File: src/rtl/spi_sel_pkg.sv
// Package: shared types of the local-select decoder.
// Assumes: nothing beyond IEEE 1800-2017.
package spi_sel_pkg;

    // Per-clock events derived from the sampled serial inputs.
    typedef struct packed {
        logic start;   // select_n seen falling: new frame
        logic shift;   // sclk rising while selected
        logic done;    // select_n seen rising: address phase over
    } spi_evt_t;

endpackage

File: src/rtl/addr_shifter.sv
// Module: addr_shifter
// Samples select_n and sclk in the device clock domain and derives frame
// events from them. Collects the address byte MSB-first from mosi.
// Assumes: the serial inputs are synchronous to clk, or slow and already
// synchronised, and each level is held for at least one clk period.
module addr_shifter
    import spi_sel_pkg::*;
#(
    parameter int ADDR_W = 8
) (
    input  logic              clk,
    input  logic              rst_n,
    input  logic              select_n,
    input  logic              sclk,
    input  logic              mosi,
    output spi_evt_t          evt,
    output logic [ADDR_W-1:0] addr_q
);

    logic sel_d;
    logic sclk_d;

    // Keep last-cycle levels so edges can be seen.
    always_ff @(posedge clk) begin
        if (!rst_n) begin
            sel_d  <= 1'b1;
            sclk_d <= 1'b0;
        end else begin
            sel_d  <= select_n;
            sclk_d <= sclk;
        end
    end

    // Turn level changes into one-cycle frame events.
    always_comb begin
        evt.start = sel_d & ~select_n;
        evt.done  = ~sel_d & select_n;
        evt.shift = ~select_n & sclk & ~sclk_d;
    end

    // Clear on a new frame, else shift one bit per selected sclk rise.
    always_ff @(posedge clk) begin
        if (!rst_n) begin
            addr_q <= '0;
        end else if (evt.start) begin
            addr_q <= '0;
        end else if (evt.shift) begin
            addr_q <= {addr_q[ADDR_W-2:0], mosi};
        end
    end

    // with select released nothing can enter the register
    a_r1_no_shift_idle: assert property (@(posedge clk) disable iff (!rst_n)
        select_n |=> $stable(addr_q));

    // a new frame starts from an empty register
    a_r5_clear_reg: assert property (@(posedge clk) disable iff (!rst_n)
        evt.start |=> (addr_q == '0));

endmodule

File: src/rtl/local_decoder.sv
// Module: local_decoder
// Compares the bus field of the received byte with the jumper value at the
// end of the address phase. Registers one active-low strobe per local
// address and holds it until the next frame starts.
// Assumes: the bus field occupies the top BUS_W bits and the local field the
// low LOC_W bits; any bits between them are ignored.
module local_decoder
    import spi_sel_pkg::*;
#(
    parameter int ADDR_W = 8,
    parameter int BUS_W  = 4,
    parameter int LOC_W  = 3,
    localparam int NLOC  = 1 << LOC_W
) (
    input  logic              clk,
    input  logic              rst_n,
    input  spi_evt_t          evt,
    input  logic [ADDR_W-1:0] addr_q,
    input  logic [BUS_W-1:0]  bus_id,
    output logic [NLOC-1:0]   local_n,
    output logic              act_valid,
    output logic [LOC_W-1:0]  act_idx
);

    logic [BUS_W-1:0] bus_field;
    logic             match;

    // Pick out the fields and decide whether this device is addressed.
    always_comb begin
        bus_field = addr_q[ADDR_W-1 -: BUS_W];
        act_idx   = addr_q[LOC_W-1:0];
        match     = (bus_field == bus_id);
        act_valid = evt.done & match;
    end

    for (genvar i = 0; i < NLOC; i++) begin : g_loc
        // Strobe i: cleared at frame start, set by a matching release.
        always_ff @(posedge clk) begin
            if (!rst_n) begin
                local_n[i] <= 1'b1;
            end else if (evt.start) begin
                local_n[i] <= 1'b1;
            end else if (evt.done) begin
                local_n[i] <= !(match && (act_idx == LOC_W'(i)));
            end
        end
    end

    // at most one strobe low at any time
    a_r3_onehot: assert property (@(posedge clk) disable iff (!rst_n)
        $onehot0(~local_n));

    // strobes only change at frame boundaries
    a_r3_hold: assert property (@(posedge clk) disable iff (!rst_n)
        (!evt.start && !evt.done) |=> $stable(local_n));

    // a foreign bus address leaves every strobe inactive
    a_r4_miss: assert property (@(posedge clk) disable iff (!rst_n)
        (evt.done && (addr_q[ADDR_W-1 -: BUS_W] != bus_id)) |=> (&local_n));

    // a new frame deselects everything
    a_r5_clear_out: assert property (@(posedge clk) disable iff (!rst_n)
        evt.start |=> (&local_n));

endmodule

File: src/rtl/ind_latch.sv
// Module: ind_latch
// Set/clear indicator driven by selection of two local addresses.
// Assumes: act_valid pulses for one cycle at each matching release.
module ind_latch #(
    parameter int LOC_W   = 3,
    parameter int SET_IDX = 3,
    parameter int CLR_IDX = 4
) (
    input  logic             clk,
    input  logic             rst_n,
    input  logic             act_valid,
    input  logic [LOC_W-1:0] act_idx,
    output logic             led
);

    // Set or clear on a matching selection, otherwise hold.
    always_ff @(posedge clk) begin
        if (!rst_n) begin
            led <= 1'b0;
        end else if (act_valid && act_idx == LOC_W'(SET_IDX)) begin
            led <= 1'b1;
        end else if (act_valid && act_idx == LOC_W'(CLR_IDX)) begin
            led <= 1'b0;
        end
    end

    // selections other than set/clear leave the latch alone
    a_r9_keep: assert property (@(posedge clk) disable iff (!rst_n)
        (!act_valid) |=> $stable(led));

endmodule

File: src/rtl/miso_mux.sv
// Module: miso_mux
// Chooses what the device returns to the master: the card's serial output,
// a status level repeated for every bit, or nothing (output enable low).
// Assumes: at most one strobe is active.
module miso_mux #(
    parameter int NLOC     = 8,
    parameter int CARD_IDX = 0,
    parameter int PRES_IDX = 1,
    parameter int WP_IDX   = 2
) (
    input  logic [NLOC-1:0] local_n,
    input  logic            card_miso,
    input  logic            card_present,
    input  logic            card_wp,
    output logic            miso,
    output logic            miso_oe
);

    // Priority select of the returned data and its enable.
    always_comb begin
        miso    = 1'b0;
        miso_oe = 1'b0;
        if (!local_n[CARD_IDX]) begin
            miso    = card_miso;
            miso_oe = 1'b1;
        end else if (!local_n[PRES_IDX]) begin
            miso    = card_present;
            miso_oe = 1'b1;
        end else if (!local_n[WP_IDX]) begin
            miso    = card_wp;
            miso_oe = 1'b1;
        end
    end

endmodule

File: src/rtl/spi_local_sel.sv
// Module: spi_local_sel (top)
// Device-side select decoder: collects the address byte, matches the bus
// field against jumpers, drives one local strobe during the data phase,
// returns status or card data on miso and keeps an indicator latch.
// Assumes: serial inputs sampled by clk as described in addr_shifter.
module spi_local_sel
    import spi_sel_pkg::*;
#(
    parameter int ADDR_W   = 8,
    parameter int BUS_W    = 4,
    parameter int LOC_W    = 3,
    parameter int CARD_IDX = 0,
    parameter int PRES_IDX = 1,
    parameter int WP_IDX   = 2,
    parameter int SET_IDX  = 3,
    parameter int CLR_IDX  = 4,
    localparam int NLOC    = 1 << LOC_W
) (
    input  logic             clk,
    input  logic             rst_n,
    input  logic [BUS_W-1:0] bus_id,
    input  logic             select_n,
    input  logic             sclk,
    input  logic             mosi,
    input  logic             card_miso,
    input  logic             card_present,
    input  logic             card_wp,
    output logic             miso,
    output logic             miso_oe,
    output logic             sclk_out,
    output logic             mosi_out,
    output logic [NLOC-1:0]  local_n,
    output logic             led
);

    spi_evt_t          evt;
    logic [ADDR_W-1:0] addr_q;
    logic              act_valid;
    logic [LOC_W-1:0]  act_idx;

    // Forward clock and data to the attached card unchanged.
    assign sclk_out = sclk;
    assign mosi_out = mosi;

    addr_shifter #(.ADDR_W(ADDR_W)) u_shift (
        .clk      (clk),
        .rst_n    (rst_n),
        .select_n (select_n),
        .sclk     (sclk),
        .mosi     (mosi),
        .evt      (evt),
        .addr_q   (addr_q)
    );

    local_decoder #(.ADDR_W(ADDR_W), .BUS_W(BUS_W), .LOC_W(LOC_W)) u_dec (
        .clk       (clk),
        .rst_n     (rst_n),
        .evt       (evt),
        .addr_q    (addr_q),
        .bus_id    (bus_id),
        .local_n   (local_n),
        .act_valid (act_valid),
        .act_idx   (act_idx)
    );

    ind_latch #(.LOC_W(LOC_W), .SET_IDX(SET_IDX), .CLR_IDX(CLR_IDX)) u_led (
        .clk       (clk),
        .rst_n     (rst_n),
        .act_valid (act_valid),
        .act_idx   (act_idx),
        .led       (led)
    );

    miso_mux #(.NLOC(NLOC), .CARD_IDX(CARD_IDX), .PRES_IDX(PRES_IDX),
               .WP_IDX(WP_IDX)) u_miso (
        .local_n      (local_n),
        .card_miso    (card_miso),
        .card_present (card_present),
        .card_wp      (card_wp),
        .miso         (miso),
        .miso_oe      (miso_oe)
    );

    // the set strobe falling comes with the latch on
    a_r9_set: assert property (@(posedge clk) disable iff (!rst_n)
        $fell(local_n[SET_IDX]) |-> led);

    // the clear strobe falling comes with the latch off
    a_r9_clr: assert property (@(posedge clk) disable iff (!rst_n)
        $fell(local_n[CLR_IDX]) |-> !led);

    // no read-back strobe, no drive onto miso
    a_r8_hiz: assert property (@(posedge clk) disable iff (!rst_n)
        (local_n[CARD_IDX] && local_n[PRES_IDX] && local_n[WP_IDX]) |-> !miso_oe);

    // the card's chip select always comes with miso driven
    a_r6_card_drive: assert property (@(posedge clk) disable iff (!rst_n)
        (!local_n[CARD_IDX]) |-> (miso_oe && miso == card_miso));

endmodule

File: config.mk
export PLATFORM = sky130hd
export DESIGN_NAME = spi_local_sel
export DESIGN_NICKNAME = d
export VERILOG_FILES = /design/src/rtl/spi_sel_pkg.sv /design/src/rtl/addr_shifter.sv /design/src/rtl/local_decoder.sv /design/src/rtl/ind_latch.sv /design/src/rtl/miso_mux.sv /design/src/rtl/spi_local_sel.sv
export SDC_FILE = /design/constraint.sdc
export NUM_CORES = 1
export LEC_CHECK = 0
export BUFFER_PORTS_ARGS = -buffer_cell sky130_fd_sc_hd__buf_4
export CAP_MARGIN = 20
export CORE_MARGIN = 8
export CORE_UTILIZATION = 30
export DETAILED_ROUTE_END_ITERATION = 16
export PLACE_DENSITY = 0.54
export SYNTH_ARGS = -nofsm -noshare
export SYNTH_HDL_FRONTEND = slang
export SYNTH_SLANG_ARGS = --single-unit
File: constraint.sdc
create_clock -name clk -period 1.5 [get_ports clk]
set_input_delay 0 -clock clk [delete_from_list [all_inputs] [get_ports clk]]
set_output_delay 0 -clock clk [all_outputs]
set_load 0.01 [all_outputs]
==> out/metrics.yaml, run 1 <==
global_routing:
  antenna_found_initial: 0
  grt_pass1_vias: 751
  grt_start_max_net_pins: 12
  overflow: 0
  grt_util_all_layers: 0.0907
  grt_pass1_wl_um: 3220
route:
  routedWlPerCell_um: 12.2
  vias: 736
  via_per_inst: 4.75
  routed_wl_um: 1890
  drtIter0Drc: 20
  drc_errors: 0
  dr.pass1.iters: 4
  postRouteAntennaNets: 0
power:
  ir_drop_mv: 0.423
  p_leak_uw: 0.000430
  power_density_mw_per_mm2: 787
clocking:
  clk_latency_ns: 0.30
  post_cts_buffers: 0
  cts_tree: "yes"
  ctsResizeCount: 0
  clk_pin_slew_ns: 0.11
  cts_hold_buf: 4
  numCtsBuffers: 3
  cts_sinks: 19
  cts_buffer_depth: 2
  cts.htree.levels: 1
  cts_root_buffer: "clkbuf_4"
layout:
  nFillCells: 280
  regArea_sq_um: 380
  area_growth_pct: 34.4
  multi_input_area_sq_um: 395
  fin_cells: 155
  nNetsFinal: 137
  layout-drive-gt1-share: 0.266
  num_antenna_cells: 0
die:
  floorplan.initialDensity: 0.307
  die_area_sq_mm: 0.00465
  die_h_um: 68.2
  die_x_um: 68.2
  floorplan.rows: 19
  fp.coreArea_sq_mm: 0.00266
  ios: 25
worst_setup_path:
  path_max_fanout: 10
  crit_path_end_kind: "flop"
  r2r_start: "u_shift.addr_q[7]"
  startpoint: "u_shift.addr_q[7]"
  cp.required_ns: 1.68
  cp-start-kind: "flop"
  worstPathArrival_ns: 1.51
  critPathKind: "reg -> reg"
sta:
  fin_setup_tns_ns: 0
  rsz0062_at_grt: "false"
  tightestPinTransition_ns: 0.530
  finalSetupViolCount: 0
  period_share: 0.893
  hold_viol: 0
  slew_headroom: 0.646
  skew_ns: 0.000913
  layout_min_cycle_time_ns: 1.34
  slew_viol_final: 0
  max_freq_ghz: 0.747
yosys:
  syn_area_sq_um: 818
  async_flop_share: 0
  ys_warn_count: 0
  synth-edff-count: 0
  syn_area_per_cell_sq_um: 8.80
  syn_inst: 93
  synth_ff_type: "dfxtp_1"
  ys_ff_latch: 19
  synthesis.nets: 105
  yosys.cell_types.count: 24
  synth.yosys.seq_area_share: 0.465
placement:
  portBuffers: 24
  dp_hpwl_um: 1460
  gp_congestion: 0.828
  dpl.cell_count: 147
flow_run:
  drv_cap: 0
run_status:
  outcome: "finished, final reports clean"
worst_hold_path:
  min_path_type: "in -> reg"
  hold_start: "select_n"
[worst max-delay path: stages, from the launching register on]
cell     delay (ns)
dfxtp_1        0.33
xnor2_1        0.20
nand3_2        0.23
nor4_1         0.36
o21ai_1        0.09
[cell families after synthesis]
family,Yosys count,share of synthesized area
simple gates,40,0.240
flops,19,0.465
compound gates,15,0.115
buf+inv,8,0.0520
mux,7,0.0856
xor+xnor,4,0.0428
[cell usage in the layout, fill, tap and decap left out]
cell,count
nor4_1,6
and2b_1,1
dlygate4sd3_1,4
o311ai_1,1
o21ai_1,8
xnor2_1,4
o31a_1,1
nor2_1,17
and2_1,1
nand2b_1,3
nand3_1,1
a31oi_1,1
nand3b_1,1
mux2i_1,7
buf_4,27
a21boi_1,1
nor3b_1,1
a21oi_1,1
inv_1,4
clkinv_2,1
nand2_1,7
clkbuf_4,3
o32ai_1,2
dfxtp_1,19
nand2_2,1
nand3_2,1
[worst paths after layout]
path | slack, ns | end | depth (start not counted)
worst max-delay path | 0.16 | u_dec.local_n[7] | 4
worst min-delay path | 0.13 | u_shift.addr_q[0] | 4
worst max register to register | 0.16 | u_dec.local_n[7] | 4
worst min register to register | 0.51 | u_shift.addr_q[3] | 2
[cells in the mapped netlist (2+ instances only)]
cell / number / share of area
nor4_1: 6 / 0.046
buf_4: 3 / 0.028
dfxtp_1: 19 / 0.46
xnor2_1: 4 / 0.043
o21ai_1: 8 / 0.049
nor2_1: 17 / 0.078
mux2i_1: 7 / 0.086
nand2_1: 7 / 0.032
nand2b_1: 3 / 0.023
o32ai_1: 2 / 0.021
inv_1: 4 / 0.018
[per-stage QoR]
| step | power, uW | instance area [sq um] | hold WS (ns) | util | setup WS (ns) |
|---|---|---|---|---|---|
| floorplan | 565 | 818 | 0.0687 | - | 0.317 |
| global placement | 603 | 1030 | 0.193 | 0.388 | 0.200 |
| detailed placement | 604 | 1030 | 0.194 | 0.388 | 0.190 |
| CTS | 881 | 1100 | 0.129 | 0.413 | 0.171 |
| global route | 914 | 1100 | 0.130 | 0.413 | 0.00312 |
| finish | 866 | 1100 | 0.133 | 0.413 | 0.161 |
[registers in the layout, indices dropped and copies added (netlist names)]
register,count
u_led.led,1
u_shift.sclk_d,1
u_shift.addr_q,8
u_shift.sel_d,1
u_dec.local_n,8
[area by class of cell]
type,instances,area share
repair buffers,31,0.221
multi-input cells,66,0.360
inverters,4,0.0137
well taps,31,0.0353
clock inverters,1,0.00455
flip-flops and latches,19,0.346
clock buffers,3,0.0205
[per-layer routing]
layer | wire length [um] | vias to the layer above | GRT usage
met2 | 857 | 16 | 0.144
met5 | 0 | - | 0
met1 | 910 | 335 | 0.106
met4 | 31 | 0 | 0.0460
li1 | - | 381 | -
met3 | 89 | 4 | 0.0311
[where the power goes]
part           switching, uW  internal (uW)
logic                   40.6           48.5
clock network            166           99.5
registers               3.06            508
total                    210            656
Note: power is estimated with default switching activity, not from simulation.
==> run 2: changes to the inputs <==
Settings changed: CORE_UTILIZATION 30 to 48, PLACE_DENSITY 0.54 to 0.78.
==> out/metrics.yaml, run 2 (synthesis gave the netlist of run 1 again) <==
run_status:
  outcome: "finished, final reports clean"
worst_setup_path:
  cp.required_ns: 1.66
  critPathKind: "reg -> reg"
  r2r_start: "u_shift.addr_q[4]"
  reg2regPathDepth: 4
  worstPathArrival_ns: 1.52
  reg2reg_slack_ns: 0.14
  crit_path_end_kind: "flop"
  r2r-end: "u_dec.local_n[6]"
  cp-start-kind: "flop"
  path_max_fanout: 10
sta:
  hold_viol: 0
  max_freq_ghz: 0.736
  layout_min_cycle_time_ns: 1.36
  rsz0062_at_grt: "false"
  tightestPinTransition_ns: 0.539
  slew_headroom: 0.640
  finalSetupViolCount: 0
  hold_ws_ns: 0.162
  fin_setup_tns_ns: 0
  slew_viol_final: 0
  worst_slack_ns: 0.141
  skew_ns: 0.00164
  period_share: 0.906
route:
  dr.pass1.iters: 4
  routedWlPerCell_um: 13.2
  vias: 757
  routed_wl_um: 1840
  drc_errors: 0
  via_per_inst: 5.41
  drtIter0Drc: 13
  postRouteAntennaNets: 0
layout:
  area_growth_pct: 31.3
  num_antenna_cells: 0
  final_area_sq_mm: 0.00107
  nNetsFinal: 136
  layout-drive-gt1-share: 0.260
  mostFrequentLayoutCells: "buf_4 (26), dfxtp_1 (19), nor2_1 (17)"
  fin_cells: 140
  final_common_cell: "buf_4"
  biggestRegsByFlops: "u_dec.local_n (8), u_shift.addr_q (8)"
power:
  ir_drop_mv: 0.617
  power_switching_uw: 196
  intPower_uw: 654
  power_density_mw_per_mm2: 791
  p_leak_uw: 0.000426
  p_comb_frac: 0.102
  switching_share: 0.231
  clkPwrFrac: 0.297
  seq_power_share: 0.601
placement:
  portBuffers: 24
  dpl.cell_count: 132
  post_dp_cell_area_sq_mm: 0.00101
  gp_congestion: 0.758
  place_ws_ns: 0.149
worst_hold_path:
  hold_path_end: "u_shift.addr_q[0]"
  min_path_type: "in -> reg"
  hold_depth: 3
  hold_start: "select_n"
die:
  fp.coreArea_sq_mm: 0.00167
  ios: 25
  die_x_um: 57.3
  floorplan.initialDensity: 0.490
  floorplan.rows: 15
  die_area_sq_mm: 0.00328
  die_h_um: 57.3
clocking:
  clk_pin_slew_ns: 0.10
  cts_buffer_depth: 2
  numCtsBuffers: 3
  clk_latency_ns: 0.29
  cts_tree: "yes"
  ctsResizeCount: 0
  cts.htree.levels: 1
  cts_root_buffer: "clkbuf_4"
  cts_sinks: 19
flow_run:
  drv_cap: 0
global_routing:
  overflow: 0
  grt_pass1_wl_um: 3130
  antenna_found_initial: 0
  grt_pass1_vias: 743
  grt_start_max_net_pins: 12
  grt_util_all_layers: 0.120
-- run 2: cell types whose count changed in the layout (fill, tap and decap cells not counted) --
cell / previous run / this run
buf_4: 27 / 26
-- run 2: routing by layer --
layer | wire [um] | vias to the layer above | track usage | share of wire
li1 | - | 383 | - | -
met4 | 36 | 0 | 0.0643 | 0.020
met3 | 115 | 5 | 0.0381 | 0.062
met1 | 806 | 350 | 0.120 | 0.44
met2 | 885 | 19 | 0.216 | 0.48
met5 | 0 | - | 0 | 0
-- run 2: area by class of cell --
type / count / area, sq um
flip-flops and latches: 19 / 380
clock buffers: 3 / 22.5
well taps: 17 / 21.3
repair buffers: 30 / 235
inverters: 4 / 15.0
clock inverters: 1 / 5.00
fillers: 155 / 596
multi-input cells: 66 / 395
-- run 2: worst max path at each step --
| stage | from | endpoint | slack, ns | cells past startpoint |
|---|---|---|---|---|
| floorplan | u_shift.sel_d | u_led.led | 0.32 | 5 |
| detailed placement | u_shift.addr_q[4] | u_dec.local_n[6] | 0.15 | 4 |
| global placement | u_shift.addr_q[7] | u_dec.local_n[4] | 0.23 | 4 |
| global route | u_shift.addr_q[4] | u_dec.local_n[7] | 0.005 | 4 |
| finish | u_shift.addr_q[4] | u_dec.local_n[6] | 0.14 | 4 |
| CTS | u_shift.addr_q[4] | u_dec.local_n[6] | 0.14 | 4 |
-- run 2: worst max-delay path: stages (launching register included) --
cell and delay (ns):
dfxtp_1 0.35, xnor2_1 0.21, nand3_2 0.20, nor4_1 0.37, o21ai_1 0.10
-- run 2: per-stage QoR --
stage	utilization	total power (uW)
floorplan	-	565
global placement	0.603	599
detailed placement	0.603	601
CTS	0.643	863
global route	0.643	886
finish	0.643	850
-- run 2: repair_timing --
item	CTS	global route
buffers inserted	0	0
hold buffers	4	0
endpoints found under the hold margin	4	0
-- run 2: power groups by stage --
stage,sequential [uW],combinational [uW],clock [uW]
2_1_floorplan,522,42.9,0
3_3_place_gp,522,76.6,0
3_5_place_dp,522,78.7,0
4_1_cts,511,87.4,265
5_1_grt,512,94.6,279
6_report,511,86.6,252
==> run 3: changes to the inputs <==
Settings changed: CORE_MARGIN 8 to default.
==> out/metrics.yaml, run 3 (synthesis gave the netlist of run 1 again) <==
run_status:
  outcome: "finished, final reports clean"
sta:
  skew_ns: 0.00110
  finalSetupViolCount: 0
  rsz0062_at_grt: "false"
  tightestPinTransition_ns: 0.536
  slew_headroom: 0.642
  slew_viol_final: 0
  period_share: 0.880
  max_freq_ghz: 0.758
  hold_ws_ns: 0.158
  fin_setup_tns_ns: 0
  hold_viol: 0
  layout_min_cycle_time_ns: 1.32
worst_setup_path:
  cp-start-kind: "flop"
  cp.required_ns: 1.67
  crit_path_end_kind: "flop"
  path_cells: "xnor2_1, nand3_2, nor4_1, o21ai_1"
  worst-path-buf-inv: 0
  worstPathArrival_ns: 1.49
  crit_family: "simple AND/OR/NAND/NOR gates"
  path_max_fanout: 10
  critPathKind: "reg -> reg"
  slowest_stage: "dfxtp_1"
  crit_path_max_incr_delay_ns: 0.35
layout:
  nNetsFinal: 136
  final_common_cell: "buf_4"
  area_growth_pct: 31.0
  biggestRegsByFlops: "u_dec.local_n (8), u_shift.addr_q (8)"
  mostFrequentLayoutCells: "buf_4 (26), dfxtp_1 (19), nor2_1 (17)"
  nFillCells: 128
  layout-drive-gt1-share: 0.252
  num_antenna_cells: 0
route:
  drtIter0Drc: 17
  dr.pass1.iters: 4
  routedWlPerCell_um: 11.3
  routed_wl_um: 1570
  vias: 733
  drc_errors: 0
  via_per_inst: 5.27
  postRouteAntennaNets: 0
global_routing:
  grt_pass1_wl_um: 2480
  antenna_found_initial: 0
  grt_pass1_vias: 596
  grt_util_all_layers: 0.172
  overflow: 0
  grt_start_max_net_pins: 11
placement:
  portBuffers: 24
  dp_hpwl_um: 1230
  gp_congestion: 0.785
die:
  die_h_um: 43.3
  floorplan.initialDensity: 0.531
  die_area_sq_mm: 0.00187
  floorplan.rows: 14
  fp.coreArea_sq_mm: 0.00154
  die_x_um: 43.3
  ios: 25
clocking:
  post_cts_buffers: 0
  cts_buffer_depth: 2
  clk_pin_slew_ns: 0.10
  ctsResizeCount: 0
  cts.htree.levels: 1
  numCtsBuffers: 3
  cts_hold_buf: 4
  cts_tree: "yes"
  cts_root_buffer: "clkbuf_4"
  cts_sinks: 19
  clk_latency_ns: 0.30
power:
  power_density_mw_per_mm2: 797
  ir_drop_mv: 0.541
  totalPowerFinal_uw: 854
  p_leak_uw: 0.000423
flow_run:
  drv_cap: 0
worst_hold_path:
  min_path_type: "in -> reg"
## run 3: path summary, 6_finish.rpt
kind	slack, ns	endpoint	startpoint	cells after the start
hold reg to reg	0.52	u_dec.local_n[3]	u_dec.local_n[3]	2
setup / recovery	0.18	u_dec.local_n[3]	u_shift.addr_q[6]	4
hold / removal	0.16	u_shift.addr_q[5]	select_n	3
setup reg to reg	0.18	u_dec.local_n[3]	u_shift.addr_q[6]	4
## run 3: metal layers
layer / share of wire / routed length [um] / up-vias / track usage
met5: 0 / 0 / - / 0
met4: 0.012 / 19 / 0 / 0.0727
met3: 0.035 / 55 / 2 / 0.0255
met2: 0.45 / 704 / 14 / 0.260
met1: 0.50 / 788 / 337 / 0.242
li1: - / - / 380 / -
## run 3: cell type report
class / instances / area (sq um) / area share
inverter: 4 / 15.0 / 0.0140
multi-input combinational: 66 / 395 / 0.369
timing repair buffer: 30 / 235 / 0.219
tap: 16 / 20.0 / 0.0187
clock buffer: 4 / 26.3 / 0.0245
sequential: 19 / 380 / 0.355
## run 3: tightest hold or removal path, stage by stage
cell     delay (ns)
buf_4          0.10
o21ai_1        0.19
nor2_1         0.13
## run 3: power breakdown
group	total (uW)	internal (uW)	switching [uW]
Sequential	511	508	3.21
Combinational	84.9	46.3	38.5
Clock	258	104	155
Total	854	658	196
## run 3: through the flow
stage | instances | util | setup slack [ns] | area, sq um
after floorplan | 93 | - | 0.317 | 818
after global placement | 131 | 0.653 | 0.226 | 1010
after detailed placement | 131 | 0.653 | 0.198 | 1010
after CTS | 139 | 0.696 | 0.186 | 1070
after global routing | 139 | 0.696 | 0.0717 | 1070
final | 139 | 0.696 | 0.180 | 1070
